## src/rtl/daf_pkg.sv

```systemverilog
package daf_pkg;
    localparam int BYTE_W    = 8;
    localparam int ADDR_W    = 48;
    localparam int DST_BYTES = ADDR_W / BYTE_W;
    localparam int SRC_BYTES = 6;
    localparam int LEN_BYTES = 2;
    localparam int SRC_END   = DST_BYTES + SRC_BYTES;
    localparam int PAY_START = SRC_END + LEN_BYTES;
    localparam int IDX_W     = $clog2(PAY_START + 1);
    localparam int SR_W      = (DST_BYTES - 1) * BYTE_W;

    typedef enum logic [1:0] {
        TAG_DST = 2'd0,
        TAG_SRC = 2'd1,
        TAG_LEN = 2'd2,
        TAG_PAY = 2'd3
    } field_tag_e;

    typedef enum logic [1:0] {
        HIT_NONE   = 2'd0,
        HIT_UNIQUE = 2'd1,
        HIT_MULTI  = 2'd2,
        HIT_BCAST  = 2'd3
    } hit_class_e;

    typedef enum logic [1:0] {
        FR_IDLE = 2'd0,
        FR_DEST = 2'd1,
        FR_PASS = 2'd2
    } frame_state_e;

    typedef struct packed {
        logic              valid;
        logic              accept;
        hit_class_e        cls;
        logic [ADDR_W-1:0] addr;
    } decision_t;

    typedef struct packed {
        logic              valid;
        field_tag_e        tag;
        logic [BYTE_W-1:0] data;
    } beat_t;

    function automatic field_tag_e tag_of(input logic [IDX_W-1:0] idx);
        if (idx < IDX_W'(DST_BYTES))      return TAG_DST;
        else if (idx < IDX_W'(SRC_END))   return TAG_SRC;
        else if (idx < IDX_W'(PAY_START)) return TAG_LEN;
        else                              return TAG_PAY;
    endfunction

    function automatic hit_class_e pick_class(input logic uni, input logic bc, input logic mc);
        if (uni)     return HIT_UNIQUE;
        else if (bc) return HIT_BCAST;
        else if (mc) return HIT_MULTI;
        else         return HIT_NONE;
    endfunction
endpackage

```

## src/rtl/daf_cmp.sv

```systemverilog
module daf_cmp
    import daf_pkg::*;
#(
    parameter int NUM_MC = 4
) (
    input  logic [ADDR_W-1:0]        addr,
    input  logic [ADDR_W-1:0]        station,
    input  logic [NUM_MC*ADDR_W-1:0] mcast,
    input  logic [NUM_MC-1:0]        mcast_en,
    output hit_class_e               cls,
    output logic                     accept
);
    logic [NUM_MC-1:0] mc_hit;
    logic              uni_hit;
    logic              bc_hit;

    genvar k;
    generate
        for (k = 0; k < NUM_MC; k++) begin : g_entry
            assign mc_hit[k] = mcast_en[k] && (mcast[k*ADDR_W +: ADDR_W] == addr);
        end
    endgenerate

    assign uni_hit = (addr == station);
    assign bc_hit  = &addr;
    assign cls     = pick_class(uni_hit, bc_hit, |mc_hit);
    assign accept  = (cls != HIT_NONE);
endmodule

```

## src/rtl/daf_seq.sv

```systemverilog
module daf_seq
    import daf_pkg::*;
(
    input  logic              clk,
    input  logic              rst,
    input  logic              in_valid,
    input  logic              in_sof,
    input  logic [BYTE_W-1:0] in_data,
    input  logic              accept_now,
    output logic              last_dst,
    output logic [ADDR_W-1:0] cand_addr,
    output beat_t             pass_beat
);
    frame_state_e     state_q;
    logic [IDX_W-1:0] idx_q;
    logic [SR_W-1:0]  sr_q;
    logic             start;
    logic             live;

    assign start     = in_valid && in_sof;
    assign live      = in_valid && !in_sof && (state_q != FR_IDLE);
    assign last_dst  = live && (state_q == FR_DEST) && (idx_q == IDX_W'(DST_BYTES - 1));
    assign cand_addr = {sr_q, in_data};

    always_comb begin
        pass_beat       = '0;
        pass_beat.valid = live && (state_q == FR_PASS);
        pass_beat.tag   = tag_of(idx_q);
        pass_beat.data  = in_data;
    end

    always_ff @(posedge clk) begin
        if (rst) begin
            state_q <= FR_IDLE;
            idx_q   <= '0;
            sr_q    <= '0;
        end else if (start) begin
            state_q <= FR_DEST;
            idx_q   <= IDX_W'(1);
            sr_q    <= {sr_q[SR_W-BYTE_W-1:0], in_data};
        end else if (live) begin
            if (state_q == FR_DEST)
                sr_q <= {sr_q[SR_W-BYTE_W-1:0], in_data};
            if (last_dst)
                state_q <= accept_now ? FR_PASS : FR_IDLE;
            if (idx_q < IDX_W'(PAY_START))
                idx_q <= idx_q + IDX_W'(1);
        end
    end


    rej_idle_chk: assert property (@(posedge clk) disable iff (rst)
        (last_dst && !accept_now) |=> (state_q == FR_IDLE));


    dec_once_chk: assert property (@(posedge clk) disable iff (rst)
        last_dst |=> !last_dst);


    idx_sat_chk: assert property (@(posedge clk) disable iff (rst)
        idx_q <= IDX_W'(PAY_START));


    stall_hold_chk: assert property (@(posedge clk) disable iff (rst)
        !in_valid |=> ($stable(idx_q) && $stable(state_q)));
endmodule

```

## src/rtl/dst_addr_filter.sv

```systemverilog
module dst_addr_filter
    import daf_pkg::*;
#(
    parameter int NUM_MC = 4
) (
    input  logic                     clk,
    input  logic                     rst,
    input  logic                     in_valid,
    input  logic                     in_sof,
    input  logic [7:0]               in_data,
    input  logic [47:0]              cfg_station,
    input  logic [NUM_MC*48-1:0]     cfg_mcast,
    input  logic [NUM_MC-1:0]        cfg_mcast_en,
    output logic                     dec_valid,
    output logic                     dec_accept,
    output logic [1:0]               dec_class,
    output logic [47:0]              dec_addr,
    output logic                     out_valid,
    output logic [1:0]               out_tag,
    output logic [7:0]               out_data,
    output logic                     payload_valid
);
    logic              last_dst;
    logic [ADDR_W-1:0] cand_addr;
    beat_t             pass_beat;
    hit_class_e        cls;
    logic              accept_now;
    decision_t         dec_q;
    beat_t             beat_q;
    logic              pay_q;

    daf_seq u_seq (
        .clk       (clk),
        .rst       (rst),
        .in_valid  (in_valid),
        .in_sof    (in_sof),
        .in_data   (in_data),
        .accept_now(accept_now),
        .last_dst  (last_dst),
        .cand_addr (cand_addr),
        .pass_beat (pass_beat)
    );

    daf_cmp #(.NUM_MC(NUM_MC)) u_cmp (
        .addr    (cand_addr),
        .station (cfg_station),
        .mcast   (cfg_mcast),
        .mcast_en(cfg_mcast_en),
        .cls     (cls),
        .accept  (accept_now)
    );

    always_ff @(posedge clk) begin
        if (rst) begin
            dec_q  <= '0;
            beat_q <= '0;
            pay_q  <= 1'b0;
        end else begin
            dec_q.valid <= last_dst;
            if (last_dst) begin
                dec_q.accept <= accept_now;
                dec_q.cls    <= cls;
                dec_q.addr   <= cand_addr;
            end
            beat_q.valid <= pass_beat.valid;
            if (pass_beat.valid) begin
                beat_q.tag  <= pass_beat.tag;
                beat_q.data <= pass_beat.data;
            end
            pay_q <= pass_beat.valid && (pass_beat.tag == TAG_PAY);
        end
    end

    assign dec_valid     = dec_q.valid;
    assign dec_accept    = dec_q.accept;
    assign dec_class     = dec_q.cls;
    assign dec_addr      = dec_q.addr;
    assign out_valid     = beat_q.valid;
    assign out_tag       = beat_q.tag;
    assign out_data      = beat_q.data;
    assign payload_valid = pay_q;


    pay_flag_chk: assert property (@(posedge clk) disable iff (rst)
        payload_valid == (out_valid && out_tag == TAG_PAY));


    dec_cls_chk: assert property (@(posedge clk) disable iff (rst)
        dec_valid |-> (dec_accept == (dec_class != HIT_NONE)));


    rej_quiet_chk: assert property (@(posedge clk) disable iff (rst)
        (dec_valid && !dec_accept) |-> !out_valid);
endmodule

```

## config.mk

```make
export PLATFORM = sky130hd
export DESIGN_NAME = dst_addr_filter
export DESIGN_NICKNAME = d
export VERILOG_FILES = /design/src/rtl/daf_pkg.sv /design/src/rtl/daf_cmp.sv /design/src/rtl/daf_seq.sv /design/src/rtl/dst_addr_filter.sv
export SDC_FILE = /design/constraint.sdc
export NUM_CORES = 1
export LEC_CHECK = 0
export BUFFER_PORTS_ARGS = -buffer_cell sky130_fd_sc_hd__clkbuf_2
export CORE_AREA = 2 2 123 125
export DETAILED_ROUTE_END_ITERATION = 8
export DIE_AREA = 0 0 125 127
export GPL_TIMING_DRIVEN = 1
export HOLD_SLACK_MARGIN = 0.02
export PLACE_DENSITY = 0.92
export SYNTH_ARGS = -nofsm -noshare
export SYNTH_HDL_FRONTEND = slang
export SYNTH_SLANG_ARGS = --single-unit
```

## constraint.sdc

```tcl
create_clock -name clk -period 3.1 [get_ports clk]
set_input_delay 0 -clock clk [delete_from_list [all_inputs] [get_ports clk]]
set_output_delay 0 -clock clk [all_outputs]
set_load 0.005 [all_outputs]
```

==> results.sh, run 1 <==
export IMPL_synth_cells=877
export IMPL_grt_met2_usage=0.593
export IMPL_tightest_slew_ns=1.10
export IMPL_cp_start_kind="register"
export IMPL_globalplace_congestion=1.02
export IMPL_setup_viol=0
export IMPL_syn_num_nets=1135
export IMPL_slew_viol_final=0
export IMPL_synth_most_common_cell="nand2_1"
export IMPL_end_kind="register"
export IMPL_dieHeight_um=127
export IMPL_grt_usage=0.363
export IMPL_synth_edf_count=0
export IMPL_grt_overflow_total=0
export IMPL_worst_path_max_fanout=8
export IMPL_p_leak_nw=3.49
export IMPL_met3_usage=0.0888
export IMPL_async_flop_share=0
export IMPL_portBuffers=319
export IMPL_final_util=0.609
export IMPL_dominantRegCellSynth="dfxtp_1"
export IMPL_cts_tree="built"
export IMPL_p_sw_w=0.000930
export IMPL_synth_cell_area_um2=6890
export IMPL_worstRegToRegCells=7
export IMPL_netSwitchingFraction=0.291
export IMPL_syn2layout_area_growth_pct=27.4
export IMPL_grt_busiest_layer="met2"
export IMPL_core_rowCount=44
export IMPL_cts_path_max_buffers=2
export IMPL_grt_met1_usage=0.457
export IMPL_antenna_found_initial=0
export IMPL_reg2reg_slack_ns=0.49
export IMPL_synth_top_area_frac=0.320
export IMPL_p_seq_frac=0.457
export IMPL_ioPinCount=320
export IMPL_crit_type="register to register"
export IMPL_clockPowerShare=0.362
export IMPL_final_nets=1408
export IMPL_timing_final_crit_share=0.843
export IMPL_fin_worst_skew_ns=0.00947
export IMPL_synth_cell_types=39
export IMPL_ir_worst_vdd_v=0.000288
export IMPL_ant_nets=0
export IMPL_syn_avg_cell_area_um2=7.86
export IMPL_cts_root_buf="clkbuf_16"
export IMPL_vias=7751
export IMPL_powerDensity_nw_per_um2=364
export IMPL_drive_above_1_share=0.319
export IMPL_p_int_w=0.00226
export IMPL_h_tree_depth=3
export IMPL_start_util=0.478
export IMPL_grt_max_degree=81
export IMPL_maxCapViolCount=0
export IMPL_clock_latency_ns=0.36
export IMPL_ys_seq_area_frac=0.320
export IMPL_yosysTopAreaCell="dfxtp_1"
export IMPL_ys_ff_latch=110
export IMPL_post_cts_buffers=0
export IMPL_dieArea_um2=15900
export IMPL_post_cts_resized=0
export IMPL_fmax_mhz=383
export IMPL_hold_buffers=0
export IMPL_yosysWarnings=0
export IMPL_viasPerCell=5.79
export IMPL_synthTopCellsByCount="nand2_1 (203), xnor2_1 (185), dfxtp_1 (110), a21oi_1 (102), nand4_1 (62)"
export IMPL_cts_reportedPaths_clkPinSlew_ns=0.08
export IMPL_diodes=0
export IMPL_synth_area_leaders="dfxtp_1 (32%), xnor2_1 (24%), nand2_1 (11%)"
export IMPL_dp_final_hpwl_mm=23.2
export IMPL_drt_wl_total_mm=30.1
export IMPL_hold_path_class="input pin to register"
export IMPL_arrival_ns=2.88
export IMPL_fin_setup_tns_ns=0
export IMPL_pwr_share_comb=0.181
export IMPL_rsz0062_at_grt="false"
export IMPL_core_um2=14400
export IMPL_grt_pass1_vias=7577
export IMPL_die_x_um=125
export IMPL_routedWlPerCell_um=22.5
export IMPL_relSlewSlack=0.269
export IMPL_firstDrtPassIters=6
export IMPL_fill_cells=1296
export IMPL_hold_viol=0
export IMPL_total_power_w=0.00319
export IMPL_cts_buffers=9
export IMPL_cp_required_ns=3.37
export IMPL_drt_iter0_drc=1072
export IMPL_min_path_cells=3
export IMPL_grt_pass1_wl_mm=43.7
export IMPL_fin_crit_ns=2.61
export IMPL_status="complete, no violations"
export IMPL_clock_sinks=110
export IMPL_drc=0
==> critical path: stages (launching register included) <==
cell      delay, ns
dfxtp_1        0.78
xnor2_1        0.22
nand4_1        0.10
nor4_1         0.58
nand4_1        0.16
o211ai_1       0.33
nor3_1         0.14
o31ai_1        0.22
==> layer usage <==
metal	share of wire	wire length [um]	vias up
met5	0	0	-
met4	0.051	1530	0
met3	0.13	3810	136
met2	0.46	13700	643
met1	0.37	11100	3530
li1	-	-	3442
==> layout make-up <==
cell class / instances / area [um^2] / share of cell area
flip-flops and latches: 110 / 2200 / 0.251
well taps: 184 / 230 / 0.0262
clock inverters: 6 / 52.6 / 0.00598
repair buffers: 344 / 1790 / 0.203
multi-input cells: 677 / 4250 / 0.484
inverters: 8 / 30.0 / 0.00342
clock buffers: 10 / 229 / 0.0261
==> flip-flops by register name (all words and copies together) (netlist names) <==
| signal | flops |
|---|---|
| out_valid | 1 |
| dec_addr | 48 |
| dec_valid | 1 |
| u_seq.idx_q | 4 |
| u_seq.sr_q | 40 |
| payload_valid | 1 |
| out_data | 8 |
| dec_accept | 1 |
| u_seq.state_q | 2 |
| dec_class | 2 |
| out_tag | 2 |
==> logic make-up (layout without fill, tap and decap cells) <==
family          Yosys count  after routing  share of synthesized area
simple gates            320            320                      0.213
buf+inv                  90            368                     0.0645
compound gates          119            119                     0.0957
flops                   110            110                      0.320
xor+xnor                235            235                      0.302
fa+ha+maj                 2              2                    0.00363
mux                       1              1                    0.00145
==> metrics by stage <==
step / cells / hold slack, ns / worst slack [ns] / cell area [um^2]
3_3_place_gp: 1323 / 0.378 / 0.722 / 8500
6_report: 1339 / 0.0637 / 0.486 / 8780
2_1_floorplan: 877 / 0.235 / 1.31 / 6890
5_1_grt: 1339 / 0.0980 / 0.533 / 8780
4_1_cts: 1339 / 0.0590 / 0.642 / 8780
3_5_place_dp: 1323 / 0.376 / 0.657 / 8500
==> worst paths after layout <==
| check | start | endpoint |
|---|---|---|
| min | in_sof | u_seq.state_q[0] |
| max reg2reg | u_seq.sr_q[36] | u_seq.state_q[1] |
| max | u_seq.sr_q[36] | u_seq.state_q[1] |
| min reg2reg | dec_addr[6] | dec_addr[6] |
==> cell usage in the layout, fill, tap and decap left out, types with 2 or more instances in the layout <==
cell type	count
clkbuf_2	318
nand2_1	203
xnor2_1	185
dfxtp_1	110
a21oi_1	102
nand4_1	62
xor2_1	47
buf_4	26
nor4_1	22
clkbuf_16	9
inv_1	8
nor2_1	8
nand3_1	6
nor3_1	6
nand3b_1	3
o21ai_0	3
xnor2_2	3
inv_6	3
nor2b_1	2
nand2b_1	2
a221oi_1	2
o211ai_1	2
ha_1	2
clkinvlp_4	2
==> power groups by stage <==
stage	sequential [W]	clock [W]	combinational, W
global route	0.00146	0.00120	0.000613
floorplan	0.00146	0	0.000305
finish	0.00146	0.00115	0.000579
detailed placement	0.00149	0	0.000565
global placement	0.00149	0	0.000564
CTS	0.00146	0.00114	0.000568
Note: power is estimated with default switching activity, not from simulation.
==> inputs of run 2 (changes only) <==
--- a/config.mk
+++ b/config.mk
@@ -6,12 +6,11 @@
 export NUM_CORES = 1
 export LEC_CHECK = 0
 export BUFFER_PORTS_ARGS = -buffer_cell sky130_fd_sc_hd__clkbuf_2
-export CORE_AREA = 2 2 123 125
+export CORE_UTILIZATION = 43
 export DETAILED_ROUTE_END_ITERATION = 8
-export DIE_AREA = 0 0 125 127
 export GPL_TIMING_DRIVEN = 1
 export HOLD_SLACK_MARGIN = 0.02
-export PLACE_DENSITY = 0.92
+export PLACE_DENSITY = 0.89
 export SYNTH_ARGS = -nofsm -noshare
 export SYNTH_HDL_FRONTEND = slang
 export SYNTH_SLANG_ARGS = --single-unit
==> constraint.sdc (replaced) <==
create_clock -name clk -period 2.4 [get_ports clk]
set_input_delay 0 -clock clk [delete_from_list [all_inputs] [get_ports clk]]
set_output_delay 0 -clock clk [all_outputs]
set_load 0.005 [all_outputs]
==> results.sh, run 2 (same netlist as run 1, synthesis figures left out) <==
export IMPL_portBuffers=319
export IMPL_grt_overflow_total=0
export IMPL_arrival_ns=2.64
export IMPL_h_tree_depth=3
export IMPL_antenna_found_initial=1
export IMPL_setup_viol=0
export IMPL_cp_start_kind="register"
export IMPL_ant_nets=0
export IMPL_ir_worst_vdd_v=0.000409
export IMPL_diodes=0
export IMPL_mostFrequentLayoutCell="clkbuf_2"
export IMPL_end_kind="register"
export IMPL_die_x_um=129
export IMPL_viasPerCell=5.56
export IMPL_dp_final_hpwl_mm=24.4
export IMPL_final_util=0.591
export IMPL_dieHeight_um=129
export IMPL_cts_reportedPaths_clkPinSlew_ns=0.07
export IMPL_drive_above_1_share=0.339
export IMPL_hold_buffers=0
export IMPL_fin_setup_tns_ns=0
export IMPL_post_cts_buffers=0
export IMPL_hold_ws_ns=0.0334
export IMPL_timing_final_crit_share=0.991
export IMPL_cts_path_max_buffers=2
export IMPL_total_power_w=0.00418
export IMPL_drt_wl_total_mm=30.8
export IMPL_fin_crit_ns=2.38
export IMPL_grt_pass1_wl_mm=44.2
export IMPL_fmax_mhz=420
export IMPL_largest_reg_flops=48
export IMPL_status="complete, no violations"
export IMPL_core_rowCount=45
export IMPL_cts_buffers=9
export IMPL_design_area_um2=9120
export IMPL_hold_path_class="input pin to register"
export IMPL_firstDrtPassIters=6
export IMPL_relSlewSlack=0.484
export IMPL_start_util=0.447
export IMPL_routedWlPerCell_um=22.0
export IMPL_final_nets=1442
export IMPL_clock_sinks=110
export IMPL_dieArea_um2=16500
export IMPL_grt_usage=0.364
export IMPL_cp_required_ns=2.66
export IMPL_rsz0062_at_grt="false"
export IMPL_vias=7781
export IMPL_worst_path_max_fanout=6
export IMPL_fin_worst_skew_ns=0.00952
export IMPL_tightest_slew_ns=0.774
export IMPL_ioPinCount=320
export IMPL_clock_latency_ns=0.35
export IMPL_cts_tree="built"
export IMPL_drt_iter0_drc=770
export IMPL_hold_viol=0
export IMPL_slew_viol_final=0
export IMPL_grt_max_degree=68
export IMPL_syn2layout_area_growth_pct=32.3
export IMPL_final_cell_mix="clkbuf_2 (318), nand2_1 (203), xnor2_1 (185)"
export IMPL_powerDensity_nw_per_um2=458
export IMPL_p_leak_nw=3.69
export IMPL_drc=0
export IMPL_cts_root_buf="clkbuf_16"
export IMPL_maxCapViolCount=0
export IMPL_postPlaceCellArea_um2=8830
export IMPL_grt_pass1_vias=7707
export IMPL_core_um2=15400
export IMPL_crit_type="register to register"
export IMPL_globalplace_congestion=0.998
==> run 2: changes by cell type in the layout (fill, tap and decap cells not counted), sizes merged <==
| cell | before | now |
|---|---|---|
| buf | 26 | 60 |
| inv | 12 | 8 |
| clkinv | 0 | 2 |
| bufinv | 0 | 1 |
| clkbuf | 328 | 329 |
| clkinvlp | 2 | 1 |
==> run 2: area by class of cell <==
cell class,count,area (um^2)
sequential,110,2200
multi-input combinational,677,4250
clock buffer,11,243
tap,211,264
fill,1396,6310
clock inverter,4,47.5
inverter,8,30.0
timing repair buffer,378,2080
==> run 2: layer usage <==
layer / part of all wire / routed length, um / vias up / track usage
met4: 0.057 / 1750 / 2 / 0.211
li1: - / - / 3499 / -
met2: 0.45 / 13800 / 601 / 0.584
met3: 0.13 / 3890 / 145 / 0.114
met5: 0.00039 / 12 / - / 0
met1: 0.37 / 11300 / 3534 / 0.428
==> run 2: critical path: stages (launching register included) <==
cell      delay (ns)
dfxtp_1         0.45
buf_4           0.25
xnor2_1         0.15
nand4_1         0.13
nor4_1          0.31
nand4_1         0.25
o211ai_1        0.38
nor3_1          0.13
o31ai_1         0.23
==> run 2: worst paths after layout <==
check	from	endpoint	slack (ns)	cells past startpoint
max	u_seq.sr_q[29]	u_seq.state_q[1]	0.02	8
min	in_data[2]	dec_addr[2]	0.03	3
max reg2reg	u_seq.sr_q[29]	u_seq.state_q[1]	0.02	8
min reg2reg	dec_addr[37]	dec_addr[37]	0.46	2
==> run 2: metrics by stage <==
stage / instances / worst slack (ns)
after global placement: 1384 / 0.0469
after global routing: 1399 / 0.00813
after detailed placement: 1384 / 0.0250
after CTS: 1399 / 0.0984
after floorplan: 877 / 0.611
final: 1399 / 0.0217
==> run 2: where the power goes <==
group | leakage [nW] | internal (W) | switching (W)
Combinational | 2.66 | 0.000381 | 0.000408
Sequential | 0.888 | 0.00184 | 0.0000292
Clock | 0.141 | 0.000831 | 0.000693
==> run 2: repair_timing <==
action,in CTS,in global routing
pin swaps,0,3
endpoints found under the setup margin,1,2
resized for setup,1,1
endpoints found under the hold margin,0,0
